`src/rtl/spim_pkg.sv`:
```
package spim_pkg;

  localparam int unsigned DW       = 32;
  localparam int unsigned ADR_W    = 5;
  localparam int unsigned LEN_W    = 7;
  localparam int unsigned MAX_BITS = 1 << LEN_W;
  localparam int unsigned CNT_W    = LEN_W + 1;

  // byte offsets seen by the bus
  localparam logic [ADR_W-1:0] OFS_DLO  = 5'h00;
  localparam logic [ADR_W-1:0] OFS_DHI  = 5'h04;
  localparam logic [ADR_W-1:0] OFS_CTRL = 5'h10;
  localparam logic [ADR_W-1:0] OFS_DIV  = 5'h14;
  localparam logic [ADR_W-1:0] OFS_SS   = 5'h18;

  // control bit positions
  localparam int unsigned CB_GO  = 8;
  localparam int unsigned CB_RXF = 9;
  localparam int unsigned CB_TXF = 10;
  localparam int unsigned CB_LSB = 11;

  typedef enum logic [2:0] {
    SEL_DLO, SEL_DHI, SEL_CTRL, SEL_DIV, SEL_SS, SEL_NONE
  } spim_sel_e;

  typedef struct packed {
    logic             lsb_first;
    logic             tx_fall;
    logic             rx_fall;
    logic [LEN_W-1:0] len;
  } spim_ctrl_t;

  function automatic spim_sel_e spim_decode(input logic [ADR_W-1:0] a);
    case (a)
      OFS_DLO:  return SEL_DLO;
      OFS_DHI:  return SEL_DHI;
      OFS_CTRL: return SEL_CTRL;
      OFS_DIV:  return SEL_DIV;
      OFS_SS:   return SEL_SS;
      default:  return SEL_NONE;
    endcase
  endfunction

  // length field 0 stands for the full storage width
  function automatic logic [CNT_W-1:0] spim_eff_len(input logic [LEN_W-1:0] f);
    return (f == '0) ? CNT_W'(MAX_BITS) : CNT_W'(f);
  endfunction

  // storage position of the bit sent in period idx
  function automatic logic [LEN_W-1:0] spim_bit_pos(input logic [CNT_W-1:0] idx,
                                                    input logic [CNT_W-1:0] eff,
                                                    input logic             lsb);
    logic [CNT_W-1:0] p;
    p = lsb ? idx : (eff - 1'b1 - idx);
    return p[LEN_W-1:0];
  endfunction

  function automatic spim_ctrl_t spim_ctrl_from_word(input logic [DW-1:0] w);
    spim_ctrl_t c;
    c.len       = w[LEN_W-1:0];
    c.rx_fall   = w[CB_RXF];
    c.tx_fall   = w[CB_TXF];
    c.lsb_first = w[CB_LSB];
    return c;
  endfunction

  function automatic logic [DW-1:0] spim_ctrl_word(input spim_ctrl_t c, input logic busy);
    logic [DW-1:0] w;
    w            = '0;
    w[LEN_W-1:0] = c.len;
    w[CB_GO]     = busy;
    w[CB_RXF]    = c.rx_fall;
    w[CB_TXF]    = c.tx_fall;
    w[CB_LSB]    = c.lsb_first;
    return w;
  endfunction

endpackage

```
`src/rtl/spim_clkgen.sv`:
```
module spim_clkgen #(
  parameter int unsigned DIV_W = 8
) (
  input  logic             clk,
  input  logic             rst,
  input  logic             run,
  input  logic             start,
  input  logic [DIV_W-1:0] div,
  output logic             sclk,
  output logic             rise_evt,
  output logic             fall_evt
);

  logic [DIV_W-1:0] cnt_q;
  logic             sclk_q;
  logic             tick;

  assign tick     = run & (cnt_q == '0);
  assign rise_evt = tick & ~sclk_q;
  assign fall_evt = tick & sclk_q;
  assign sclk     = sclk_q;

  always_ff @(posedge clk) begin
    if (rst) begin
      cnt_q  <= '0;
      sclk_q <= 1'b0;
    end else if (start) begin
      cnt_q  <= div;
      sclk_q <= 1'b0;
    end else if (tick) begin
      cnt_q  <= div;
      sclk_q <= ~sclk_q;
    end else if (run) begin
      cnt_q  <= cnt_q - 1'b1;
    end else begin
      sclk_q <= 1'b0;
    end
  end

endmodule

```
`src/rtl/spim_shifter.sv`:
```
module spim_shifter
  import spim_pkg::*;
(
  input  logic          clk,
  input  logic          rst,
  input  logic          start,
  input  spim_ctrl_t    start_ctrl,
  input  spim_ctrl_t    ctrl,
  input  logic          rise_evt,
  input  logic          fall_evt,
  input  logic          miso,
  input  logic          ld_lo,
  input  logic          ld_hi,
  input  logic [DW-1:0] wdat,
  output logic          mosi,
  output logic          busy,
  output logic          done_evt,
  output logic [DW-1:0] word_lo,
  output logic [DW-1:0] word_hi
);

  logic [MAX_BITS-1:0] sr_q;
  logic [CNT_W-1:0]    bcnt_q;
  logic                busy_q;
  logic                mosi_q;

  logic [CNT_W-1:0]    eff;
  logic                last;
  logic [LEN_W-1:0]    cur_pos;
  logic [LEN_W-1:0]    nxt_pos;
  logic [LEN_W-1:0]    first_pos;
  logic                samp;
  logic                drv_now;
  logic                drv_next;

  assign eff       = spim_eff_len(ctrl.len);
  assign last      = (bcnt_q == eff - 1'b1);
  assign cur_pos   = spim_bit_pos(bcnt_q, eff, ctrl.lsb_first);
  assign nxt_pos   = spim_bit_pos(bcnt_q + 1'b1, eff, ctrl.lsb_first);
  assign first_pos = spim_bit_pos('0, spim_eff_len(start_ctrl.len), start_ctrl.lsb_first);

  assign samp     = busy_q & (ctrl.rx_fall ? fall_evt : rise_evt);
  assign drv_now  = busy_q & ~ctrl.tx_fall & rise_evt;
  assign drv_next = busy_q & ctrl.tx_fall & fall_evt & ~last;
  assign done_evt = busy_q & fall_evt & last;

  assign mosi    = mosi_q;
  assign busy    = busy_q;
  assign word_lo = sr_q[DW-1:0];
  assign word_hi = sr_q[2*DW-1:DW];

  always_ff @(posedge clk) begin
    if (rst) begin
      sr_q   <= '0;
      bcnt_q <= '0;
      busy_q <= 1'b0;
      mosi_q <= 1'b0;
    end else begin
      if (ld_lo) sr_q[DW-1:0]    <= wdat;
      if (ld_hi) sr_q[2*DW-1:DW] <= wdat;
      if (samp)  sr_q[cur_pos]   <= miso;
      if (start) begin
        busy_q <= 1'b1;
        bcnt_q <= '0;
        mosi_q <= sr_q[first_pos];
      end else begin
        if (drv_now)  mosi_q <= sr_q[cur_pos];
        if (drv_next) mosi_q <= sr_q[nxt_pos];
        if (busy_q && fall_evt) bcnt_q <= bcnt_q + 1'b1;
        if (done_evt) busy_q <= 1'b0;
      end
    end
  end

endmodule

```
`src/rtl/spim_wb_regs.sv`:
```
module spim_wb_regs
  import spim_pkg::*;
#(
  parameter int unsigned SS_W  = 16,
  parameter int unsigned DIV_W = 8
) (
  input  logic             clk,
  input  logic             rst,
  input  logic             cyc,
  input  logic             stb,
  input  logic             we,
  input  logic [ADR_W-1:0] adr,
  input  logic [DW-1:0]    dat_i,
  output logic [DW-1:0]    dat_o,
  output logic             ack,
  output logic             err,
  input  logic             busy,
  input  logic [DW-1:0]    word_lo,
  input  logic [DW-1:0]    word_hi,
  output spim_ctrl_t       ctrl_q,
  output spim_ctrl_t       start_ctrl,
  output logic [DIV_W-1:0] div_q,
  output logic [SS_W-1:0]  ss_q,
  output logic             ld_lo,
  output logic             ld_hi,
  output logic             start_evt
);

  logic          ack_q;
  logic          err_q;
  logic [DW-1:0] dat_q;
  logic          acc;
  logic          bad;
  logic          wr;
  logic          ctrl_wr;
  logic          div_wr;
  logic          ss_wr;
  logic [DW-1:0] rdata;
  spim_sel_e     sel;

  assign sel        = spim_decode(adr);
  assign acc        = cyc & stb & ~ack_q;
  assign bad        = (sel == SEL_NONE);
  assign wr         = acc & we & ~bad;
  assign ld_lo      = wr & (sel == SEL_DLO) & ~busy;
  assign ld_hi      = wr & (sel == SEL_DHI) & ~busy;
  assign ctrl_wr    = wr & (sel == SEL_CTRL) & ~busy;
  assign div_wr     = wr & (sel == SEL_DIV) & ~busy;
  assign ss_wr      = wr & (sel == SEL_SS);
  assign start_ctrl = spim_ctrl_from_word(dat_i);
  assign start_evt  = ctrl_wr & dat_i[CB_GO];

  always_comb begin
    case (sel)
      SEL_DLO:  rdata = word_lo;
      SEL_DHI:  rdata = word_hi;
      SEL_CTRL: rdata = spim_ctrl_word(ctrl_q, busy);
      SEL_DIV:  rdata = DW'(div_q);
      SEL_SS:   rdata = DW'(ss_q);
      default:  rdata = '0;
    endcase
  end

  always_ff @(posedge clk) begin
    if (rst) begin
      ack_q  <= 1'b0;
      err_q  <= 1'b0;
      dat_q  <= '0;
      ctrl_q <= '0;
      div_q  <= '0;
      ss_q   <= '0;
    end else begin
      ack_q <= acc;
      err_q <= acc & bad;
      dat_q <= (acc & ~we & ~bad) ? rdata : '0;
      if (ctrl_wr) ctrl_q <= start_ctrl;
      if (div_wr)  div_q  <= dat_i[DIV_W-1:0];
      if (ss_wr)   ss_q   <= dat_i[SS_W-1:0];
    end
  end

  assign ack   = ack_q;
  assign err   = err_q;
  assign dat_o = dat_q;

endmodule

```
`src/rtl/spim_core.sv`:
```
module spim_core
  import spim_pkg::*;
#(
  parameter int unsigned SS_W  = 16,
  parameter int unsigned DIV_W = 8
) (
  input  logic             clk,
  input  logic             rst,
  input  logic             wb_cyc_i,
  input  logic             wb_stb_i,
  input  logic             wb_we_i,
  input  logic [ADR_W-1:0] wb_adr_i,
  input  logic [DW-1:0]    wb_dat_i,
  output logic [DW-1:0]    wb_dat_o,
  output logic             wb_ack_o,
  output logic             wb_err_o,
  output logic             sclk_o,
  output logic             mosi_o,
  input  logic             miso_i,
  output logic [SS_W-1:0]  ss_n_o
);

  spim_ctrl_t       ctrl_q;
  spim_ctrl_t       start_ctrl;
  logic [DIV_W-1:0] div_q;
  logic [SS_W-1:0]  ss_q;
  logic             ld_lo;
  logic             ld_hi;
  logic             start_evt;
  logic             rise_evt;
  logic             fall_evt;
  logic             done_evt;
  logic             busy;
  logic [DW-1:0]    word_lo;
  logic [DW-1:0]    word_hi;

  spim_wb_regs #(.SS_W(SS_W), .DIV_W(DIV_W)) u_regs (
    .clk        (clk),
    .rst        (rst),
    .cyc        (wb_cyc_i),
    .stb        (wb_stb_i),
    .we         (wb_we_i),
    .adr        (wb_adr_i),
    .dat_i      (wb_dat_i),
    .dat_o      (wb_dat_o),
    .ack        (wb_ack_o),
    .err        (wb_err_o),
    .busy       (busy),
    .word_lo    (word_lo),
    .word_hi    (word_hi),
    .ctrl_q     (ctrl_q),
    .start_ctrl (start_ctrl),
    .div_q      (div_q),
    .ss_q       (ss_q),
    .ld_lo      (ld_lo),
    .ld_hi      (ld_hi),
    .start_evt  (start_evt)
  );

  spim_clkgen #(.DIV_W(DIV_W)) u_clkgen (
    .clk      (clk),
    .rst      (rst),
    .run      (busy),
    .start    (start_evt),
    .div      (div_q),
    .sclk     (sclk_o),
    .rise_evt (rise_evt),
    .fall_evt (fall_evt)
  );

  spim_shifter u_shift (
    .clk        (clk),
    .rst        (rst),
    .start      (start_evt),
    .start_ctrl (start_ctrl),
    .ctrl       (ctrl_q),
    .rise_evt   (rise_evt),
    .fall_evt   (fall_evt),
    .miso       (miso_i),
    .ld_lo      (ld_lo),
    .ld_hi      (ld_hi),
    .wdat       (wb_dat_i),
    .mosi       (mosi_o),
    .busy       (busy),
    .done_evt   (done_evt),
    .word_lo    (word_lo),
    .word_hi    (word_hi)
  );

  // one gate per select line
  for (genvar g = 0; g < SS_W; g++) begin : g_ss
    assign ss_n_o[g] = ~(busy & ss_q[g]);
  end

endmodule

```
`config.mk`:
```
export PLATFORM = sky130hd
export DESIGN_NAME = spim_core
export DESIGN_NICKNAME = d
export VERILOG_FILES = /design/src/rtl/spim_pkg.sv /design/src/rtl/spim_clkgen.sv /design/src/rtl/spim_shifter.sv /design/src/rtl/spim_wb_regs.sv /design/src/rtl/spim_core.sv
export SDC_FILE = /design/constraint.sdc
export NUM_CORES = 1
export LEC_CHECK = 0
export BUFFER_PORTS_ARGS = -buffer_cell sky130_fd_sc_hd__buf_2
export CAP_MARGIN = 5
export CORE_MARGIN = 10
export CORE_UTILIZATION = 40
export CTS_BUF_LIST = sky130_fd_sc_hd__clkbuf_8
export DETAILED_ROUTE_END_ITERATION = 8
export MAX_ROUTING_LAYER = met4
export SLEW_MARGIN = 30
export SYNTH_ARGS = -nofsm -noshare
export SYNTH_HDL_FRONTEND = slang
export SYNTH_SLANG_ARGS = --single-unit
```
`constraint.sdc`:
```
create_clock -name clk -period 7.5 [get_ports clk]
set_input_delay 0.75 -clock clk [delete_from_list [all_inputs] [get_ports clk]]
set_output_delay 0.75 -clock clk [all_outputs]
set_load 0.03 [all_outputs]
```
==> reports/metrics.csv <==
metric,value,unit
status,"finished, final reports clean",
met2 wire len,22300,µm
vias post-DR,13950,
Max VDD drop,0.000148,V
fillcell total,3607,
CTS tree,yes,
setup tns final,0,ns
synth unique cells,69,
CP Capture Type,register,
clk_lat worst skew,0.58,ns
vias per cell,6.06,
hold buffer count at cts,0,
Ports,95,
Pwr per Cell Area,154,nW/µm²
Post-Synth Adder-Cell Area,1.86,%
pin count of the biggest net entering global routing,74,
vias in the first global route,13131,
Initial Utilization,40.3,%
final core occ,44.8,%
fin crit period,4.49,ns
CP Depth,17,
Synth top area share,30.2,%
Final Slew Violations,0,
"Largest stage delay, worst path",0.77,ns
DRT Wirelength,50800,µm
commonest cells in the netlist,"288 x nand2_1, 222 x mux2i_1, 215 x dfxtp_1, 183 x nor2_1, 176 x a21oi_1",
dpl cells,2233,
actual slew at the worst max-slew pin,1.07,ns
detailed-route wire length per cell,22.1,µm
DRC,0,
post-synthesis register bit count,215,
Nets,1875,
Post-DRT Antenna Nets,0,
Worst Reg-to-Reg Cells,17,
# Post-CTS Setup Buffers,0,
sequential fraction of the synthesis area,30.2,%
First-pass DRT Iterations,8,
area grow syn2layout,11.1,%
critical-path cell list,"inv_1, ha_1, inv_1, nor2_1, o21ai_0, nand2_1, ha_1, o21ai_0, a21oi_1, o21ai_0, a21oi_1, a311oi_4, nand2_1, nor2_1, nand2_1, mux2i_1, nor2_1",
WP buf/inv,2,
post-synthesis mux area share,23.3,%
Clock transition at path regs,0.06,ns
H-tree depth,2,
CTS Sinks,215,
cells after synthesis,1783,
routability cong.,0.945,
post-synth net total,1846,
final hold violation count,0,
post-synthesis compound-gate area fraction,18.2,%
leakage,5.87,nW
Post-synth EDFFs,0,
Synth Flop Type,dfxtp_1,
xor/xnor cell area share of the yosys netlist,1.78,%
initial antenna violation count,0,
cts repair resizes,0,
r2r setup slk,3.01,ns
RSZ-0062 raised after global routing,no,
leading area contributor after synthesis,dfxtp_1,
Std-Cell Rows,69,
clock skew,0.0237,ns
Synth Area in Simple Gates,19.7,%
CP Data Required Time,7.93,ns
Worst Setup Start Kind,register,
CTS Buf Count,38,
number of synthesis warnings,0,
CTS Buffer Depth,3,
FF/Latch Area,4300,µm²
Worst EP arrival,4.92,ns
post-synth design cell area,14300,µm²
HPWL after detailed placement,34200,µm
hold depth,3,
multi-input logic area,9340,µm²
Critical-path top delay cell,a311oi_4,
fraction of layout instances using a drive strength above 1,17.1,%
DIE AREA,43600,µm²
die width,209,µm
IO buf count,94,
Max Cap Viol,0,
DIE HEIGHT,209,µm
grt ovf,0,
HP Class,in -> reg,
clock root buffer,clkbuf_8,
critical path class,reg -> reg,
peak fanout along the critical path,8,
"CP delay by family, top",compound AO/OA/AOI/OAI gates,
"FFs w/ async S/R, synth",0,%
GRT Total Usage,22.5,%
Max Used Layer,met4,
M1 WL,22200,µm
met3 WL,4490,µm
syn_area_per_cell,8.01,µm²
Max Fclk,223,MHz
most common cell in the synthesized netlist,nand2_1,
largest family of logic cells by synthesized area,multiplexers,
Synth area leaders,"dfxtp_1 30%, mux2i_1 16%, nand2_1 7.6%",
drt initial violations,1718,
"non-filler cells, final",2301,
relative slew slack,28.5,%
core area,35400,µm²
final setup vio count,0,
"Period Utilization, post-route",59.9,%
first-pass GRT wire length,78000,µm
[per-layer routing]
layer / up-vias / global-route usage, %
li1: 6501 / -
met1: 6628 / 29.8
met2: 689 / 33.2
met3: 132 / 4.67
met4: 0 / 8.56
met5: - / -
[worst paths after layout]
| check | startpoint | end |
|---|---|---|
| min reg2reg | u_regs.ss_q[10]$_SDFFE_PP0P_ | u_regs.ss_q[10]$_SDFFE_PP0P_ |
| max | u_regs.ctrl_q[0]$_SDFFE_PP0P_ | u_shift.sr_q[100]$_SDFFE_PP0P_ |
| min | wb_dat_i[12] | u_regs.ss_q[12]$_SDFFE_PP0P_ |
| max reg2reg | u_regs.ctrl_q[0]$_SDFFE_PP0P_ | u_shift.sr_q[100]$_SDFFE_PP0P_ |
[kinds of logic (layout without fill, tap and decap cells)]
logic type,after synthesis,count (layout)
mux,307,307
buf+inv,171,227
xor+xnor,29,29
compound gates,403,403
fa+ha+maj,20,20
flops,215,215
other cells,0,1
simple gates,638,638
[per-stage QoR]
stage / setup WS (ns) / power [mW] / hold WS, ns / instance area (µm²)
2_1_floorplan: 3.92 / 1.28 / 0.441 / 14300
3_3_place_gp: 3.19 / 1.34 / 0.460 / 15100
3_5_place_dp: 3.10 / 1.34 / 0.465 / 15100
4_1_cts: 3.08 / 2.46 / 0.420 / 15900
5_1_grt: 2.68 / 2.52 / 0.428 / 15900
6_report: 3.01 / 2.45 / 0.444 / 15900
[registers in the layout, summed over array words and instances (netlist names)]
signal and count:
u_shift.sr_q 128, u_regs.dat_o 32, u_regs.ss_q 16, u_regs.ctrl_q 10, u_clkgen.cnt_q 8, u_regs.div_q 8, u_shift.bcnt_q 8, u_clkgen.sclk 1
u_regs.ack 1, u_regs.err 1, u_shift.busy 1, u_shift.mosi 1
[where the power goes]
group	switching (mW)	internal, mW
clock	0.528	0.603
sequential	0.00100	1.14
combinational	0.124	0.0483
total	0.653	1.79
[worst reg2reg max path, cell delays in order, from the launching register on]
cell and delay (ns):
dfxtp_1 0.43, inv_1 0.09, ha_1 0.21, inv_1 0.05, nor2_1 0.04, o21ai_0 0.25
nand2_1 0.14, ha_1 0.39, o21ai_0 0.12, a21oi_1 0.05, o21ai_0 0.35, a21oi_1 0.17
a311oi_4 0.77, nand2_1 0.36, nor2_1 0.54, nand2_1 0.14, mux2i_1 0.20, nor2_1 0.06
[cells in the final DEF (no fill, tap or decap), drive strengths merged, types with 10 or more instances in the layout]
cell / Yosys / final
nand2b: 10 / 10
nand3: 32 / 32
mux4: 13 / 13
clkbuf: 104 / 47
a21oi: 176 / 176
xnor2: 20 / 20
o211ai: 12 / 12
ha: 18 / 18
o22ai: 14 / 14
mux2i: 222 / 222
a22oi: 26 / 26
nor2: 187 / 187
dfxtp: 215 / 215
mux2: 72 / 72
nor4: 18 / 18
nor3: 54 / 54
inv: 26 / 36
or3: 18 / 18
o21ai: 56 / 56
buf: 40 / 133
nand2: 288 / 288
a311oi: 65 / 65
[cell type report]
class                           instances  share of cell area (%)
Antenna cell                            1                  0.0158
Timing Repair Buffer                  133                    4.83
Tap cell                              461                    3.64
Clock inverter                         20                   0.773
Clock buffer                           47                    4.08
Inverter                               27                   0.639
Sequential cell                       215                    27.1
Multi-Input combinational cell       1397                    58.9
No activity file was read; power rests on OpenSTA's default activity.
